==> src/rtl/tmr_pkg.sv <==
package tmr_pkg;

   typedef enum logic [1:0] {
      PS_DIV1  = 2'd0,
      PS_DIV4  = 2'd1,
      PS_DIV8  = 2'd2,
      PS_DIV16 = 2'd3
   } presc_e;

   localparam int unsigned REG_COUNT     = 0;
   localparam int unsigned REG_PRESC     = 1;
   localparam int unsigned REG_MODE      = 2;
   localparam int unsigned REG_EDGE      = 3;
   localparam int unsigned REG_FLAGS     = 4;
   localparam int unsigned REG_IEN       = 5;
   localparam int unsigned REG_CHAN_BASE = 8;

   // Low divider bits that must all be ones for a step to happen.
   function automatic logic [3:0] presc_mask(presc_e sel);
      case (sel)
         PS_DIV1:  return 4'b0000;
         PS_DIV4:  return 4'b0011;
         PS_DIV8:  return 4'b0111;
         default:  return 4'b1111;
      endcase
   endfunction

endpackage

==> src/rtl/tmr_prescale.sv <==
module tmr_prescale
   import tmr_pkg::*;
#(
   parameter int unsigned LOCK_CYC = 64
) (
   input  logic       clk,
   input  logic       rst,
   input  logic       wr,
   input  logic [1:0] wdata,
   output logic [1:0] presc_q,
   output logic       tick
);

   localparam int unsigned LW = (LOCK_CYC > 0) ? $clog2(LOCK_CYC + 1) : 1;

   logic       open_w;
   logic [3:0] div_q;

   // LOCK_CYC == 0 leaves the select writable at all times.
   if (LOCK_CYC == 0) begin : g_open
      assign open_w = 1'b1;
   end else begin : g_lock
      logic [LW-1:0] lock_q;
      always_ff @(posedge clk) begin
         if (rst)
            lock_q <= '0;
         else if (lock_q != LW'(LOCK_CYC))
            lock_q <= lock_q + 1'b1;
      end
      assign open_w = (lock_q != LW'(LOCK_CYC));
   end

   always_ff @(posedge clk) begin
      if (rst)
         presc_q <= 2'd0;
      else if (wr && open_w)
         presc_q <= wdata;
   end

   always_ff @(posedge clk) begin
      if (rst)
         div_q <= '0;
      else
         div_q <= div_q + 1'b1;
   end

   assign tick = &(div_q | ~presc_mask(presc_e'(presc_q)));

endmodule

==> src/rtl/tmr_capture_ch.sv <==
module tmr_capture_ch #(
   parameter int unsigned W        = 16,
   parameter int unsigned SYNC_STG = 2
) (
   input  logic         clk,
   input  logic         rst,
   input  logic         pin,
   input  logic         fall_sel,
   input  logic         enable,
   input  logic [W-1:0] cnt,
   output logic [W-1:0] latch_q,
   output logic         hit
);

   logic [SYNC_STG-1:0] sync_q;
   logic                prev_q;
   logic                lvl;
   logic                edge_w;

   always_ff @(posedge clk) begin
      if (rst)
         sync_q <= '0;
      else
         sync_q <= {sync_q[SYNC_STG-2:0], pin};
   end

   assign lvl = sync_q[SYNC_STG-1];

   always_ff @(posedge clk) begin
      if (rst)
         prev_q <= 1'b0;
      else
         prev_q <= lvl;
   end

   assign edge_w = fall_sel ? (prev_q & ~lvl) : (~prev_q & lvl);
   assign hit    = enable & edge_w;

   always_ff @(posedge clk) begin
      if (rst)
         latch_q <= '0;
      else if (hit)
         latch_q <= cnt;
   end

endmodule

==> src/rtl/tmr_compare_ch.sv <==
module tmr_compare_ch #(
   parameter int unsigned W = 16
) (
   input  logic         clk,
   input  logic         rst,
   input  logic         wr,
   input  logic [W-1:0] wdata,
   input  logic         tick,
   input  logic [W-1:0] cnt_nxt,
   input  logic         enable,
   output logic [W-1:0] cmp_q,
   output logic         hit
);

   always_ff @(posedge clk) begin
      if (rst)
         cmp_q <= '1;
      else if (wr)
         cmp_q <= wdata;
   end

   // Match is taken on the step that brings the count onto the value.
   assign hit = enable & tick & (cnt_nxt == cmp_q);

endmodule

==> src/rtl/tmr_capcmp.sv <==
module tmr_capcmp
   import tmr_pkg::*;
#(
   parameter int unsigned CNT_W    = 16,
   parameter int unsigned N_CAP    = 3,
   parameter int unsigned N_CMP    = 4,
   parameter int unsigned LOCK_CYC = 64,
   parameter int unsigned SYNC_STG = 2,
   parameter int unsigned ADDR_W   = 5,
   parameter int unsigned DATA_W   = 16
) (
   input  logic                     clk,
   input  logic                     rst,
   input  logic [N_CAP:0]           cap_pin,
   input  logic                     bus_wr,
   input  logic [ADDR_W-1:0]        bus_addr,
   input  logic [DATA_W-1:0]        bus_wdata,
   output logic [DATA_W-1:0]        bus_rdata,
   output logic [N_CAP+N_CMP+1:0]   irq
);

   localparam int unsigned N_CH  = N_CAP + N_CMP + 1;
   localparam int unsigned SW    = N_CAP + N_CMP;
   localparam int unsigned OVF   = N_CH;
   localparam int unsigned FLG_W = N_CH + 1;
   localparam int unsigned N_PIN = N_CAP + 1;

   // Elaboration checks on the parameter set
   if (DATA_W < CNT_W) begin : g_bad_data_w
      $error("tmr_capcmp: DATA_W must hold the counter");
   end
   if (DATA_W < FLG_W) begin : g_bad_flag_w
      $error("tmr_capcmp: DATA_W must hold every flag");
   end
   if (REG_CHAN_BASE + N_CH > (1 << ADDR_W)) begin : g_bad_addr_w
      $error("tmr_capcmp: ADDR_W too small for channel registers");
   end
   if (SYNC_STG < 2) begin : g_bad_sync
      $error("tmr_capcmp: SYNC_STG must be at least 2");
   end
   if (CNT_W < 2) begin : g_bad_cnt
      $error("tmr_capcmp: CNT_W must be at least 2");
   end

   logic              tick;
   logic [1:0]        presc_q;
   logic [CNT_W-1:0]  cnt_q;
   logic [CNT_W-1:0]  cnt_nxt;
   logic              wrap;
   logic              mode_q;
   logic [N_PIN-1:0]  edge_q;
   logic [FLG_W-1:0]  ien_q;
   logic [FLG_W-1:0]  flags_q;
   logic [FLG_W-1:0]  clr_v;
   logic [N_CH-1:0]   wr_chan;
   logic [N_CAP-1:0]  cap_hit;
   logic [N_CMP-1:0]  cmp_hit;
   logic              sw_cap_hit;
   logic              sw_cmp_hit;
   logic [CNT_W-1:0]  sw_cap_val;
   logic [CNT_W-1:0]  sw_cmp_val;
   logic [CNT_W-1:0]  cap_val [N_CAP];
   logic [CNT_W-1:0]  cmp_val [N_CMP];
   logic [N_CMP*CNT_W-1:0] cmp_flat;

   logic wr_presc, wr_mode, wr_edge, wr_flags, wr_ien;

   assign wr_presc = bus_wr && (bus_addr == ADDR_W'(REG_PRESC));
   assign wr_mode  = bus_wr && (bus_addr == ADDR_W'(REG_MODE));
   assign wr_edge  = bus_wr && (bus_addr == ADDR_W'(REG_EDGE));
   assign wr_flags = bus_wr && (bus_addr == ADDR_W'(REG_FLAGS));
   assign wr_ien   = bus_wr && (bus_addr == ADDR_W'(REG_IEN));

   always_comb begin
      for (int k = 0; k < N_CH; k++)
         wr_chan[k] = bus_wr && (bus_addr == ADDR_W'(REG_CHAN_BASE + k));
   end

   // Time base
   tmr_prescale #(.LOCK_CYC(LOCK_CYC)) u_presc (
      .clk     (clk),
      .rst     (rst),
      .wr      (wr_presc),
      .wdata   (bus_wdata[1:0]),
      .presc_q (presc_q),
      .tick    (tick)
   );

   assign cnt_nxt = cnt_q + 1'b1;
   assign wrap    = tick && (&cnt_q);

   always_ff @(posedge clk) begin
      if (rst)
         cnt_q <= '0;
      else if (tick)
         cnt_q <= cnt_nxt;
   end

   // Configuration registers
   always_ff @(posedge clk) begin
      if (rst) begin
         mode_q <= 1'b0;
         edge_q <= '0;
         ien_q  <= '0;
      end else begin
         if (wr_mode) mode_q <= bus_wdata[0];
         if (wr_edge) edge_q <= bus_wdata[N_PIN-1:0];
         if (wr_ien)  ien_q  <= bus_wdata[FLG_W-1:0];
      end
   end

   // Dedicated capture channels
   for (genvar i = 0; i < N_CAP; i++) begin : g_cap
      tmr_capture_ch #(.W(CNT_W), .SYNC_STG(SYNC_STG)) u_cap (
         .clk      (clk),
         .rst      (rst),
         .pin      (cap_pin[i]),
         .fall_sel (edge_q[i]),
         .enable   (1'b1),
         .cnt      (cnt_q),
         .latch_q  (cap_val[i]),
         .hit      (cap_hit[i])
      );
   end

   // Dedicated compare channels
   for (genvar j = 0; j < N_CMP; j++) begin : g_cmp
      tmr_compare_ch #(.W(CNT_W)) u_cmp (
         .clk     (clk),
         .rst     (rst),
         .wr      (wr_chan[N_CAP+j]),
         .wdata   (bus_wdata[CNT_W-1:0]),
         .tick    (tick),
         .cnt_nxt (cnt_nxt),
         .enable  (1'b1),
         .cmp_q   (cmp_val[j]),
         .hit     (cmp_hit[j])
      );
      assign cmp_flat[j*CNT_W +: CNT_W] = cmp_val[j];
   end

   // Switchable channel: both halves exist, mode picks the live one
   tmr_capture_ch #(.W(CNT_W), .SYNC_STG(SYNC_STG)) u_sw_cap (
      .clk      (clk),
      .rst      (rst),
      .pin      (cap_pin[N_CAP]),
      .fall_sel (edge_q[N_CAP]),
      .enable   (~mode_q),
      .cnt      (cnt_q),
      .latch_q  (sw_cap_val),
      .hit      (sw_cap_hit)
   );

   tmr_compare_ch #(.W(CNT_W)) u_sw_cmp (
      .clk     (clk),
      .rst     (rst),
      .wr      (wr_chan[SW] & mode_q),
      .wdata   (bus_wdata[CNT_W-1:0]),
      .tick    (tick),
      .cnt_nxt (cnt_nxt),
      .enable  (mode_q),
      .cmp_q   (sw_cmp_val),
      .hit     (sw_cmp_hit)
   );

   // Flags: set has priority over write-one-to-clear
   assign clr_v = wr_flags ? bus_wdata[FLG_W-1:0] : '0;

   always_ff @(posedge clk) begin
      if (rst)
         flags_q <= '0;
      else
         flags_q <= (flags_q & ~clr_v) | {wrap, sw_cap_hit | sw_cmp_hit, cmp_hit, cap_hit};
   end

   assign irq = flags_q & ien_q;

   // Read mux
   always_comb begin
      bus_rdata = '0;
      case (bus_addr)
         ADDR_W'(REG_COUNT): bus_rdata = DATA_W'(cnt_q);
         ADDR_W'(REG_PRESC): bus_rdata = DATA_W'(presc_q);
         ADDR_W'(REG_MODE):  bus_rdata = DATA_W'(mode_q);
         ADDR_W'(REG_EDGE):  bus_rdata = DATA_W'(edge_q);
         ADDR_W'(REG_FLAGS): bus_rdata = DATA_W'(flags_q);
         ADDR_W'(REG_IEN):   bus_rdata = DATA_W'(ien_q);
         default: begin
            for (int k = 0; k < N_CAP; k++)
               if (bus_addr == ADDR_W'(REG_CHAN_BASE + k))
                  bus_rdata = DATA_W'(cap_val[k]);
            for (int k = 0; k < N_CMP; k++)
               if (bus_addr == ADDR_W'(REG_CHAN_BASE + N_CAP + k))
                  bus_rdata = DATA_W'(cmp_val[k]);
            if (bus_addr == ADDR_W'(REG_CHAN_BASE + SW))
               bus_rdata = DATA_W'(mode_q ? sw_cmp_val : sw_cap_val);
         end
      endcase
   end

endmodule

==> config.mk <==
export PLATFORM = sky130hd
export DESIGN_NAME = tmr_capcmp
export DESIGN_NICKNAME = d
export VERILOG_FILES = /design/src/rtl/tmr_pkg.sv /design/src/rtl/tmr_prescale.sv /design/src/rtl/tmr_capture_ch.sv /design/src/rtl/tmr_compare_ch.sv /design/src/rtl/tmr_capcmp.sv
export SDC_FILE = /design/constraint.sdc
export NUM_CORES = 1
export LEC_CHECK = 0
export ABC_AREA = 1
export BUFFER_PORTS_ARGS = -buffer_cell sky130_fd_sc_hd__buf_2
export CAP_MARGIN = 0
export CORE_ASPECT_RATIO = 0.9
export CORE_UTILIZATION = 35
export CTS_CLUSTER_DIAMETER = 40
export DETAILED_ROUTE_END_ITERATION = 10
export GPL_ROUTABILITY_DRIVEN = 0
export PLACE_DENSITY = 0.54
export SYNTH_ARGS = -nofsm -noshare
export SYNTH_HDL_FRONTEND = slang
export SYNTH_HIERARCHICAL = 1
export SYNTH_SLANG_ARGS = --single-unit
==> constraint.sdc <==
create_clock -name clk -period 5.1 [get_ports clk]
set_input_delay 0.765 -clock clk [delete_from_list [all_inputs] [get_ports clk]]
set_output_delay 0.765 -clock clk [all_outputs]
set_load 0.005 [all_outputs]
Yosys cells after proc, flatten, opt, wreduce, memory -nomap -nowiden
Index checks and enable logic that the tools add are counted.

word-level totals
  bits in registers = 208
  latch bits = 0
  bits in writable memories = 0
  ROM bits = 0
  output and inout port bits = 25
  memories kept = 0

cells by class
  $add $sub $neg = 3
  $mul = 0
  div/mod/pow operators = 0
  magnitude comparators = 0
  eq/ne operators = 21
  shift-type cells = 0
  mux-type cells = 16
  bitwise operators = 32
  reductions and logical operators = 16

operator list
  operator                                                          number
  16-bit 2-to-1 mux                                                 9
  16-bit case mux with 6 select lines                               1
  16-bit == test                                                    5
  5-bit by 4-bit == test with 1-bit output (second input constant)  8
  9-bit AND                                                         2
  16-bit by 1-bit adder with 16-bit output (second input constant)  1
  1-bit AND                                                         16
  16-bit AND reduction                                              1
  1-bit logical AND                                                 12
  4-bit case mux with 3 select lines                                1
  5-bit by 2-bit == test with 1-bit output (second input constant)  2
  5-bit by 3-bit == test with 1-bit output (second input constant)  2
  9-bit 2-to-1 mux                                                  1
  1-bit inverter                                                    9
  9-bit inverter                                                    1
  9-bit bitwise OR                                                  1
  7-bit by 1-bit adder with 7-bit output (second input constant)    1
  7-bit inequality test (second input constant)                     1
  5-bit by 1-bit == test with 1-bit output (second input constant)  1
  5-bit logical NOT                                                 1
  4-bit by 1-bit adder with 4-bit output (second input constant)    1
  1-bit 2-to-1 mux                                                  4
  4-bit inverter                                                    1
  4-bit bitwise OR                                                  1
  5 further kinds                                                   5

Depth between registers and ports, before layout
  depth in word-level cells = 10
  depth in mapped cells = 14

Modules after synthesis
Netlist, hierarchy kept.

by module, submodules not included
  module          times used  cells an instance  area each (um^2)  sequential area each (um^2)
  tmr_compare_ch  5           133                832.0             320.3
  tmr_capture_ch  4           120                930.9             380.4
  tmr_capcmp      1           632                3559.7            780.7
  tmr_prescale    1           78                 594.3             260.2

Least setup slack after synthesis
Ideal clock, no wire load.

  path type = input to output
  start = input port bus_addr[4]
  end = output port bus_rdata[10]
  arrival = 1.692 ns
  data required time = 4.335 ns
  slack = 2.643 ns
  stages on the path = 9
  path buffers = 2
  cells stage by stage = buf_6 -> clkinv_1 -> buf_2 -> nand4_1 -> nand2_1 -> nor2_1 -> nand4_1 -> nor2_1 -> nand3_1

on the way
  cells in the longest elaborated chain, start to end = 10
  elaborated cells between the ends (all ways) = 23

ends and longest elaborated chain
  item                                      RTL line           source
  start: declaration                        tmr_capcmp.sv:16   input logic [ADDR_W-1:0] bus_addr,
  5-bit by 4-bit == test with 1-bit output  tmr_capcmp.sv:190  if (bus_addr == ADDR_W'(REG_CHAN_BASE + k))
  16-bit 2-to-1 mux (3 in series)           tmr_capcmp.sv:190
  16-bit 2-to-1 mux (4 in series)           tmr_capcmp.sv:193  if (bus_addr == ADDR_W'(REG_CHAN_BASE + N_CAP + k))
  16-bit 2-to-1 mux                         tmr_capcmp.sv:195  if (bus_addr == ADDR_W'(REG_CHAN_BASE + SW))
  16-bit case mux with 6 select lines *     tmr_capcmp.sv:181  case (bus_addr)
  end: declaration                          tmr_capcmp.sv:18   output logic [DATA_W-1:0] bus_rdata,

Mark *: on every way between the ends. The rest lies on a longest branch, timed or not.

Worst setup path in the final report
  start = register mode_q
  end = output port bus_rdata[5]

on the way
  cells in the longest elaborated chain, start to end = 3

ends and longest elaborated chain
  item                                 RTL line           source
  start: declaration                   tmr_capcmp.sv:50   logic mode_q;
  start signal: assignment             tmr_capcmp.sv:106  if (wr_mode) mode_q <= bus_wdata[0];
  16-bit 2-to-1 mux                    tmr_capcmp.sv:196  bus_rdata = DATA_W'(mode_q ? sw_cmp_val : sw_cap_val);
  16-bit 2-to-1 mux                    tmr_capcmp.sv:195
  16-bit case mux with 6 select lines  tmr_capcmp.sv:181

Every way passes these cells.

==> impl_metrics.ini <==
[run_status]
status = complete, no violations

[timing]
worst_slack_ns = 1.20
final_max_slew_viol_count = 0
setup_viol = 0
hold_viol_final = 0
slew_headroom = 0.225
final.setup_skew_ns = 0.0161
worst_pin_slew_ns = 1.16
rsz0062_at_grt = no
fin_setup_tns_ns = 0
whs_ns = 0.397
clock.fmax_ghz = 0.256
fin_crit_ns = 3.90
period_share = 0.765

[power]
intPower_uw = 3390
swShare = 0.269
pwr-share-clk = 0.545
combPwrFrac = 0.085
power_frac_seq = 0.370
p_per_area_mw_per_mm2 = 337
ir_drop_v = 0.000183
power_leakage_uw = 0.00653
power.switching_uw = 1250

[final_layout]
drive_above_1_share = 0.127
fin_nets = 1922
syn2layout_area_growth_pct = 14.2
nFillCells = 3701

[grt]
use_met2 = 0.387
grt_use_met3 = 0.0422
grt_pass1_wl_um = 66200
grtUsageMet1 = 0.355
grt-ovfl-total = 0
grt_pass1_vias = 10900
antenna_found_initial = 1
grt_max_degree = 59
grt_util_all_layers = 0.252
grt.busiest_layer = met2

[logic_synthesis]
synth_flop_cell = dfxtp_1
synth-edff-count = 0
yosysTopAreaCell = dfxtp_1
synthArstFlopShare = 0
synth_top_cell_area_share = 0.346
synth_common_cells = nand2_1 (420), inv_1 (327), nor2_1 (210)
synthCells = 1855
ys_seq_elements = 208
syn-mean-instance-area_um2 = 6.49
yosysWarnings = 6
synth_most_common_cell = nand2_1
synth.distinct_cells = 37
ys_seq_area_frac = 0.346
synth_area_mm2 = 0.0120
synth.area.top_cells = dfxtp_1 (35%), nand2_1 (13%), inv_1 (10%)

[routing]
vias_per_cell = 5.05
vias = 12000
routed_wl_um = 43900
routedWlPerCell_um = 18.5
drc_errors = 0
drt_iter0_markers = 1088
drtPass1Iterations = 6
drtAntennaViolNets = 0

[setup_path]
critPathRequiredTime_ns = 4.34
r2r_start = cnt_q[3]
worstPathArrival_ns = 3.14
reg2regPathDepth = 13
critPathCaptureType = output port
rr_endpoint = flags_q[3]
cp-endpoint = bus_rdata[5]
critPathLaunch = mode_q
r2r_slack_ns = 2.05
worstSetupStartpointType = flip-flop
path_class = reg -> out
cp_max_fo = 26

[floorplan]
die_width_um = 197
fp-row-count = 64
coreArea_mm2 = 0.0340
start_util = 0.355
ios = 53
die_area_mm2 = 0.0351
die_h_um = 178

[clocking]
path_clk_slew_ns = 0.06
cts_tree = yes
cts-root-buf = clkbuf_16
cts-resized-gates = 0
cts.sinks = 208
htreeDepth = 2
cts_setup_buffers = 0
cts_buffers = 35
clock_latency_ns = 0.52
clk_path_buf_depth = 3
hold_buffers = 0

[place]
dp_hpwl_um = 32000
io_buffer_count = 52
place_ws_ns = 1.61

[job]
maxCapViolCount = 0

[hold_path]
hold_path_class = reg -> reg
holdCritStartpoint = g_cap[1].u_cap/sync_q[0]
==> placed cells by master (no fill, tap or decap), types with 5 or more instances in the layout <==
cell	n
buf_4	19
o211ai_1	8
o21ai_0	95
nor3_1	8
xor2_1	20
inv_2	7
nor2_2	13
nand3_2	64
a21oi_1	158
inv_1	326
conb_1	7
clkbuf_16	37
nor2_1	208
clkinvlp_4	6
nand4_1	41
nand2_1	420
dfxtp_1	208
o22ai_1	16
bufinv_16	5
nand3_1	120
or2_2	9
buf_2	51
nand2_2	6
o21ai_1	7
xnor2_1	12
inv_6	5
==> through the flow <==
step	area [um2]	power, uW	utilization	cells
final	13800	4640	0.405	2378
after global routing	13700	4790	0.405	2377
after CTS	13700	4660	0.405	2377
after detailed placement	12500	2130	0.368	2315
after global placement	12500	2130	0.368	2315
after floorplan	12100	2000	-	1861
==> critical path, stage by stage, from the launching register on <==
cell and delay, ns:
dfxtp_1 0.31, buf_4 0.27, clkinv_1 0.84, buf_4 0.54, nand2_1 0.14, nand2_1 0.07, nand2_1 0.07, nand3_1 0.17
buf_2 0.18
==> layer usage <==
layer  share of wire  wire [um]  vias up
met5               0          0        -
met4           0.026       1160        0
met3           0.088       3880       74
met2            0.43      18900      508
met1            0.45      20000     5544
li1                -          -     5893
==> cell families (layout without fill, tap and decap cells) <==
group | after synthesis | in the layout | synth area share
AO/OA/AOI/OAI | 294 | 294 | 0.127
XOR/XNOR | 32 | 32 | 0.0233
adder cells (fa/ha/maj) | 4 | 4 | 0.00416
buffers and inverters | 413 | 467 | 0.150
flip-flops | 208 | 208 | 0.346
other | 1 | 8 | 0.000312
AND/OR/NAND/NOR | 903 | 903 | 0.350
==> power groups by stage <==
stage	Sequential, uW	Combinational (uW)	Clock, uW
2_1_floorplan	1730	266	0
6_report	1710	394	2530
4_1_cts	1710	386	2560
5_1_grt	1720	436	2630
3_3_place_gp	1750	379	0
3_5_place_dp	1750	384	0
==> flip-flops by register name (all words and copies together) (netlist names), 6 cells and up <==
signal	cells
g_cmp.u_cmp/cmp_q	64
g_cap.u_cap/latch_q	48
cnt_q	16
u_sw_cap/latch_q	16
u_sw_cmp/cmp_q	16
flags_q	9
ien_q	9
u_presc/g_lock.lock_q	7
g_cap.u_cap/sync_q	6
==> layout make-up <==
class | count | area (um2) | share of cell area
Antenna cell | 1 | 2.50 | 0.000182
Clock buffer | 38 | 940 | 0.0683
Clock inverter | 24 | 300 | 0.0218
Inverter | 335 | 1260 | 0.0914
Multi-Input combinational cell | 1240 | 6110 | 0.444
Sequential cell | 208 | 4160 | 0.303
Tap cell | 462 | 578 | 0.0420
Timing Repair Buffer | 70 | 398 | 0.0289
==> worst min-delay path by stage <==
stage	end	slack [ns]	depth (start not counted)
after CTS	g_cap[1].u_cap/sync_q[1]	0.40	2
after global placement	u_sw_cap/sync_q[1]	0.40	2
after floorplan	g_cap[0].u_cap/sync_q[1]	0.39	2
after detailed placement	u_sw_cap/sync_q[1]	0.40	2
after global routing	g_cap[1].u_cap/sync_q[1]	0.43	2
final	g_cap[1].u_cap/sync_q[1]	0.40	2
No activity file was read; power rests on OpenSTA's default activity.
